$ cat src/rtl/rn_pkg.sv
package rn_pkg;
  localparam int ARCH_REGS_DEF = 32;
  localparam int PHYS_REGS_DEF = 64;
endpackage

$ cat src/rtl/rn_map_table.sv
module rn_map_table #(
  parameter int ARCH_REGS = 32,
  parameter int PHYS_REGS = 64,
  localparam int AW = $clog2(ARCH_REGS),
  localparam int TW = $clog2(PHYS_REGS)
) (
  input  logic          clk,
  input  logic          rst_n,
  input  logic [AW-1:0] rd_a_idx,
  input  logic [AW-1:0] rd_b_idx,
  input  logic [AW-1:0] rd_d_idx,
  output logic [TW-1:0] rd_a_tag,
  output logic [TW-1:0] rd_b_tag,
  output logic [TW-1:0] rd_d_tag,
  input  logic          wr_en,
  input  logic [AW-1:0] wr_idx,
  input  logic [TW-1:0] wr_tag,
  input  logic          save,
  input  logic          load
);
  logic [TW-1:0] map_q  [ARCH_REGS];
  logic [TW-1:0] map_d  [ARCH_REGS];
  logic [TW-1:0] snap_q [ARCH_REGS];
  logic [TW-1:0] snap_d [ARCH_REGS];

  assign rd_a_tag = map_q[rd_a_idx];
  assign rd_b_tag = map_q[rd_b_idx];
  assign rd_d_tag = map_q[rd_d_idx];

  always_comb begin
    for (int i = 0; i < ARCH_REGS; i++) begin
      map_d[i]  = map_q[i];
      snap_d[i] = save ? map_q[i] : snap_q[i];
    end
    if (load) begin
      for (int i = 0; i < ARCH_REGS; i++) map_d[i] = snap_q[i];
    end else if (wr_en) begin
      map_d[wr_idx] = wr_tag;
    end
  end

  always_ff @(posedge clk or negedge rst_n) begin
    if (!rst_n) begin
      for (int i = 0; i < ARCH_REGS; i++) begin
        map_q[i]  <= TW'(i);
        snap_q[i] <= TW'(i);
      end
    end else begin
      if (load || wr_en) begin
        for (int i = 0; i < ARCH_REGS; i++) map_q[i] <= map_d[i];
      end
      if (save) begin
        for (int i = 0; i < ARCH_REGS; i++) snap_q[i] <= snap_d[i];
      end
    end
  end

  AST_WRITE_LANDS: assert property (@(posedge clk) disable iff (!rst_n)
    (wr_en && !load) |=> map_q[$past(wr_idx)] == $past(wr_tag));
endmodule

$ cat src/rtl/rn_free_list.sv
module rn_free_list #(
  parameter int DEPTH = 32,
  parameter int BASE  = 32,
  parameter int TW    = 6,
  localparam int CW = $clog2(DEPTH)
) (
  input  logic          clk,
  input  logic          rst_n,
  input  logic          pop,
  output logic [TW-1:0] head_tag,
  output logic          empty,
  input  logic          push,
  input  logic [TW-1:0] push_tag,
  input  logic          save,
  input  logic          load
);
  logic [TW-1:0] mem_q [DEPTH];
  logic [CW:0]   head_q, head_d;
  logic [CW:0]   tail_q, tail_d;
  logic [CW:0]   ckpt_q, ckpt_d;
  logic [CW:0]   count;

  assign count    = tail_q - head_q;
  assign empty    = (count == '0);
  assign head_tag = mem_q[head_q[CW-1:0]];

  always_comb begin
    head_d = head_q;
    if (load)     head_d = ckpt_q;
    else if (pop) head_d = head_q + 1'b1;
    tail_d = push ? tail_q + 1'b1 : tail_q;
    ckpt_d = save ? head_q : ckpt_q;
  end

  always_ff @(posedge clk or negedge rst_n) begin
    if (!rst_n) begin
      for (int i = 0; i < DEPTH; i++) mem_q[i] <= TW'(BASE + i);
      head_q <= '0;
      tail_q <= (CW+1)'(DEPTH);
      ckpt_q <= '0;
    end else begin
      if (push) mem_q[tail_q[CW-1:0]] <= push_tag;
      if (load || pop) head_q <= head_d;
      if (push) tail_q <= tail_d;
      if (save) ckpt_q <= ckpt_d;
    end
  end

  AST_POP_NONEMPTY: assert property (@(posedge clk) disable iff (!rst_n)
    pop |-> !empty);
  AST_NO_OVERFLOW: assert property (@(posedge clk) disable iff (!rst_n)
    push |-> (count != (CW+1)'(DEPTH)) || pop);
  AST_COUNT_STEP: assert property (@(posedge clk) disable iff (!rst_n)
    (push && !pop && !load) |=> count == (CW+1)'($past(count) + 1'b1));
  AST_RESTORE_HEAD: assert property (@(posedge clk) disable iff (!rst_n)
    (load && !save) |=> head_q == $past(ckpt_q));
endmodule

$ cat src/rtl/reg_rename_unit.sv
module reg_rename_unit #(
  parameter int ARCH_REGS = rn_pkg::ARCH_REGS_DEF,
  parameter int PHYS_REGS = rn_pkg::PHYS_REGS_DEF,
  localparam int AW = $clog2(ARCH_REGS),
  localparam int TW = $clog2(PHYS_REGS),
  localparam int FREE_DEPTH = PHYS_REGS - ARCH_REGS
) (
  input  logic          clk,
  input  logic          rst_n,
  input  logic          ren_valid,
  input  logic          ren_writes,
  input  logic [AW-1:0] ren_src_a,
  input  logic [AW-1:0] ren_src_b,
  input  logic [AW-1:0] ren_dst,
  output logic          ren_ready,
  output logic [TW-1:0] src_a_tag,
  output logic [TW-1:0] src_b_tag,
  output logic [TW-1:0] dst_new_tag,
  output logic [TW-1:0] dst_prev_tag,
  input  logic          free_valid,
  input  logic [TW-1:0] free_tag,
  input  logic          snap_take,
  input  logic          snap_restore
);
  logic q_empty;
  logic alloc;

  assign ren_ready = !q_empty && !snap_restore;
  assign alloc     = ren_valid && ren_ready && ren_writes;

  rn_map_table #(.ARCH_REGS(ARCH_REGS), .PHYS_REGS(PHYS_REGS)) u_map (
    .clk      (clk),
    .rst_n    (rst_n),
    .rd_a_idx (ren_src_a),
    .rd_b_idx (ren_src_b),
    .rd_d_idx (ren_dst),
    .rd_a_tag (src_a_tag),
    .rd_b_tag (src_b_tag),
    .rd_d_tag (dst_prev_tag),
    .wr_en    (alloc),
    .wr_idx   (ren_dst),
    .wr_tag   (dst_new_tag),
    .save     (snap_take),
    .load     (snap_restore)
  );

  rn_free_list #(.DEPTH(FREE_DEPTH), .BASE(ARCH_REGS), .TW(TW)) u_free (
    .clk      (clk),
    .rst_n    (rst_n),
    .pop      (alloc),
    .head_tag (dst_new_tag),
    .empty    (q_empty),
    .push     (free_valid),
    .push_tag (free_tag),
    .save     (snap_take),
    .load     (snap_restore)
  );

  AST_NEW_NOT_MAPPED: assert property (@(posedge clk) disable iff (!rst_n)
    alloc |-> dst_new_tag != dst_prev_tag);
  AST_SELF_READ_OLD: assert property (@(posedge clk) disable iff (!rst_n)
    (ren_valid && ren_src_a == ren_dst) |-> src_a_tag == dst_prev_tag);
endmodule

$ cat config.mk
export PLATFORM = sky130hd
export DESIGN_NAME = reg_rename_unit
export DESIGN_NICKNAME = d
export VERILOG_FILES = /design/src/rtl/rn_pkg.sv /design/src/rtl/rn_map_table.sv /design/src/rtl/rn_free_list.sv /design/src/rtl/reg_rename_unit.sv
export SDC_FILE = /design/constraint.sdc
export NUM_CORES = 1
export LEC_CHECK = 0
export ABC_AREA = 0
export BUFFER_PORTS_ARGS = -buffer_cell sky130_fd_sc_hd__buf_2
export CORE_MARGIN = 4
export CORE_UTILIZATION = 40
export CTS_BUF_LIST = sky130_fd_sc_hd__clkbuf_4 sky130_fd_sc_hd__clkbuf_8 sky130_fd_sc_hd__clkbuf_16
export CTS_CLUSTER_DIAMETER = 60
export DETAILED_ROUTE_END_ITERATION = 12
export GPL_ROUTABILITY_DRIVEN = 0
export GPL_TIMING_DRIVEN = 0
export PLACE_DENSITY = 0.55
export SLEW_MARGIN = 20
export SYNTH_ARGS = -nofsm -noshare
export SYNTH_HDL_FRONTEND = slang
export SYNTH_SLANG_ARGS = --single-unit
export TNS_END_PERCENT = 10
$ cat constraint.sdc
create_clock -name clk -period 4.1 [get_ports clk]
set_input_delay 0.82 -clock clk [delete_from_list [all_inputs] [get_ports clk]]
set_output_delay 0.82 -clock clk [all_outputs]
set_load 0.05 [all_outputs]
==> results.txt <==
* First-pass iteration count of the detailed router: 6
- Standard-cell row count: 101
- Worst-path cell with the longest stage delay: sky130_fd_sc_hd__clkbuf_1
* Area post-placement: 32,600 sq um
- The number of antenna violations at the first check in global routing is 3.
- Once detail routing completed, the nets flagged for antenna violations numbered 0.
- At the pin with the least slew margin, the transition time is 1150 ps.
- With fillers left out, the area of the finished cells amounts to 35,600 sq um.
- The synthesized design contains 594 register bits.
- PnR Total Power: 23.9 mW
* Die width: 285 um
* Power Density: 671 nW/um^2
- Count of input and output buffers: 43
* Clock insertion delay at the later pin of the skew report: 650 ps
- The die covers 81,400 sq um.
- The number of nets in the synthesized netlist is 2,301.
- Final instance count without filler cells: 3,497
- The via count of the first global-routing pass is 22,700.
* Clock Root Buffer: sky130_fd_sc_hd__clkbuf_16
* Total congestion overflow: 0
* Number of instances in the synthesized netlist: 2,263
* Kind of start point of the critical path: input pin
* Count of flip-flops with a built-in enable after synthesis: 0
* Delay of the slowest critical-path stage: 730 ps
- Worst Setup Slack, final: -55.3 ps
* Yosys warning total: 0
* Vert. Die Dim: 285 um
- Sum of buffers and inverters on the critical path: 3
- Mean Syn Cell Area: 13.6 sq um
- Data arrives at the worst endpoint at 3340 ps.
- The most numerous cell type found on the critical path is sky130_fd_sc_hd__clkbuf_1.
- Entering global routing, the biggest net connects 102 pins.
- Violations in the final reports: negative setup slack
* Area Growth Syn to Fin: 15.7%
* Crit Path Category: in2out
- In this design, the largest share of critical-path delay is due to buffers and inverters.
- Outcome: finished with violations
* Start point of the critical path: ren_dst[1]
* Total GRT Usage: 25.9%
- Placeable core area: 76,100 sq um
* Clk pin slew, worst setup/hold paths: 60 ps
- TritonCTS built the clock tree.
- P_leak: 14.4 nW
- The H-tree was split into 3 levels.
* Endpoint kind of the worst setup timing path: output port
* Via-per-instance ratio: 6.45
- Number of clock buffers inserted by TritonCTS: 72
- For this run, the post-layout net count is 2,445.
- The worst hold path belongs to the class in2async.
- Share of flip-flops with an asynchronous set or reset after synthesis: 100%
- During I/O placement, the number of pins put on the boundary was 53.
* Netlist Area Pre-Place: 30,800 sq um
- Final worst path period need: 4160 ps
* Unrepaired setup endpoints after global routing: true
- For this run, the register share of the synthesized area comes to 49.4%.
- On the final layout, the worst hold slack is 226 ps.
- The tool flagged a number of max-cap violations equal to 0.
- Number of clock sinks seen by CTS: 594
* Switching share of total power: 35.3%
* Post-detailed-route wirelength per cell: 30.4 um
* Highest attainable clock frequency: 241 MHz
- The signal on the critical path passes through clkbuf_1 > clkbuf_1 > mux4_2 > a22oi_1 > nand4_1 > buf_2.
- In this run, flip-flops and latches consume 37.0% of the power.
- Once the floorplan was initialized, standard cells occupied 40.5% of the core.
- Headroom to the max-slew limit came out at 23.4%.
- Post-route DRC violation count: 0
- In this run the critical register-to-register path is launched from u_free.head_q[1].
* Power share of the combinational group: 33.5%
- Dpl hpwl: 76,100 um
* Worst-path fanout max: 10
* Sw Pwr: 8.44 mW
* # hold bufs at CTS: 0
- Internal power comes to 15.4 mW.
- Setup violations remaining at the end of the flow were counted as 2.
* Longest Clk Path Bufs: 3
- Number of vias in the routed layout: 22,500
- Main synth FF type: sky130_fd_sc_hd__dfrtp_1
- Accumulated negative setup slack: -95.5 ps
- 0 antenna diodes ended up in the layout.
- The count of endpoints failing hold in the final timing report is 0.
- Final wirelength: 106,000 um
* Largest clock skew in the final design: 42.1 ps
* Post-route clock period utilization: 101%
- The final count of pins violating max slew was 0.
* Maximum resistive drop on vdd: 0.480 mV
- Drt first-iter violations: 2,588
- Placed Instances: 3,347
* Wire length of the first global-routing pass: 156,000 um
- Counting distinct cell types in the post-synthesis netlist gives 59.
* Fraction of layout cells with a size suffix above 1: 48.0%
* Critical path required time: 3280 ps
- The clock network is responsible for 29.4% of the overall power.
-- worst paths after layout --
| kind | endpoint | slack [ps] | cells past startpoint |
|---|---|---|---|
| worst max-delay path | dst_prev_tag[3] | -60 | 6 |
| worst min-delay path | u_map.snap_q[163] | 230 | 1 |
| worst max register to register | u_map.map_q[59] | 140 | 10 |
| worst min register to register | u_map.map_q[181] | 480 | 2 |
| max in group asynchronous | u_map.snap_q[25] | 2460 | 3 |
| min in group clk | u_map.map_q[181] | 480 | 2 |
-- power by group through the flow --
stage	clock network, mW	registers [mW]	logic [mW]
floorplan	0	8.45	4.73
global placement	0	8.78	7.12
detailed placement	0	8.88	7.52
CTS	7.15	8.80	7.85
global route	7.42	9.00	8.37
finish	7.03	8.85	8.01
-- through the flow --
step / worst slack [ps] / utilization [%]
4_1_cts: -99.3 / 46.6
5_1_grt: -7.44 / 46.8
2_1_floorplan: 234 / -
6_report: -55.3 / 46.8
3_3_place_gp: -9750 / 42.4
3_5_place_dp: -781 / 42.8
-- sequential cells by signal (all words and copies together), names as in the netlist --
| signal | cells |
|---|---|
| u_free.mem_q | 192 |
| u_map.map_q | 192 |
| u_map.snap_q | 192 |
| u_free.ckpt_q | 6 |
| u_free.head_q | 6 |
| u_free.tail_q | 6 |
-- cell usage in the layout (no fill, tap or decap), types with 10 or more instances in the layout --
cell / n
sky130_fd_sc_hd__and2_1: 17
sky130_fd_sc_hd__mux2_2: 414
sky130_fd_sc_hd__clkbuf_1: 136
sky130_fd_sc_hd__a31oi_1: 13
sky130_fd_sc_hd__a22oi_1: 25
sky130_fd_sc_hd__dfstp_2: 273
sky130_fd_sc_hd__nand2_1: 182
sky130_fd_sc_hd__nand3_1: 47
sky130_fd_sc_hd__nand4_1: 10
sky130_fd_sc_hd__nor4_1: 16
sky130_fd_sc_hd__a22o_1: 10
sky130_fd_sc_hd__a221o_1: 15
sky130_fd_sc_hd__buf_2: 50
sky130_fd_sc_hd__clkbuf_4: 28
sky130_fd_sc_hd__o21ai_0: 146
sky130_fd_sc_hd__a21oi_1: 18
sky130_fd_sc_hd__mux4_2: 204
sky130_fd_sc_hd__clkbuf_2: 12
sky130_fd_sc_hd__dfrtp_1: 319
sky130_fd_sc_hd__inv_1: 14
sky130_fd_sc_hd__clkbuf_16: 72
sky130_fd_sc_hd__buf_4: 32
sky130_fd_sc_hd__o221ai_1: 138
sky130_fd_sc_hd__o211ai_1: 14
sky130_fd_sc_hd__mux2i_1: 62
sky130_fd_sc_hd__nor2_1: 26
sky130_fd_sc_hd__bufinv_16: 11
-- metal layers --
metal	routed length [um]	GRT usage, %	vias to the layer above
met5	27	0	-
met4	6080	12.7	4
met3	8770	5.56	285
met2	48000	39.6	1123
met1	43400	35.1	12000
li1	-	-	9119
-- cells by family after synthesis --
group / after synthesis / share of synthesized area (%)
AOI/OAI and AO/OA: 418 / 9.83
adders and majority gates: 10 / 0.407
xor gates and xnor gates: 8 / 0.228
buffers and inverters: 216 / 3.03
and+or+nand+nor: 336 / 4.97
muxes: 681 / 32.1
DFF: 594 / 49.4
-- Yosys cell counts, drive strengths merged (10+ instances only) --
cell type,n,share of area (%)
mux2,414,15
dfrtp,321,26
dfstp,273,23
mux4,204,15
nand2,182,2.2
o21ai,153,2.5
clkbuf,149,1.8
o221ai,142,4.3
mux2i,63,2.0
buf,52,1.0
nand3,47,0.76
nor2,28,0.34
a22oi,25,0.61
a21oi,18,0.29
and2,17,0.35
nor4,16,0.33
a221o,15,0.49
inv,15,0.18
a31oi,14,0.30
o211ai,14,0.34
a22o,11,0.31
ha,10,0.41
nand4,10,0.20
-- timing repair --
item | 4_1_cts | 5_1_grt
setup buffers | 9 | 5
setup endpoints to repair | 123 | 24
pin swaps | 8 | 1
gates resized for setup | 54 | 25
-- area by class of cell --
class / count / area, sq um
Inverter: 15 / 56.3
Clock buffer: 105 / 2100
Sequential cell: 594 / 15200
Tap cell: 1030 / 1290
Fill cell: 6791 / 40500
Buffer: 201 / 1020
Timing Repair Buffer: 70 / 604
Multi-Input combinational cell: 1453 / 14800
Clock inverter: 29 / 531
No activity file was read; power rests on OpenSTA's default activity.
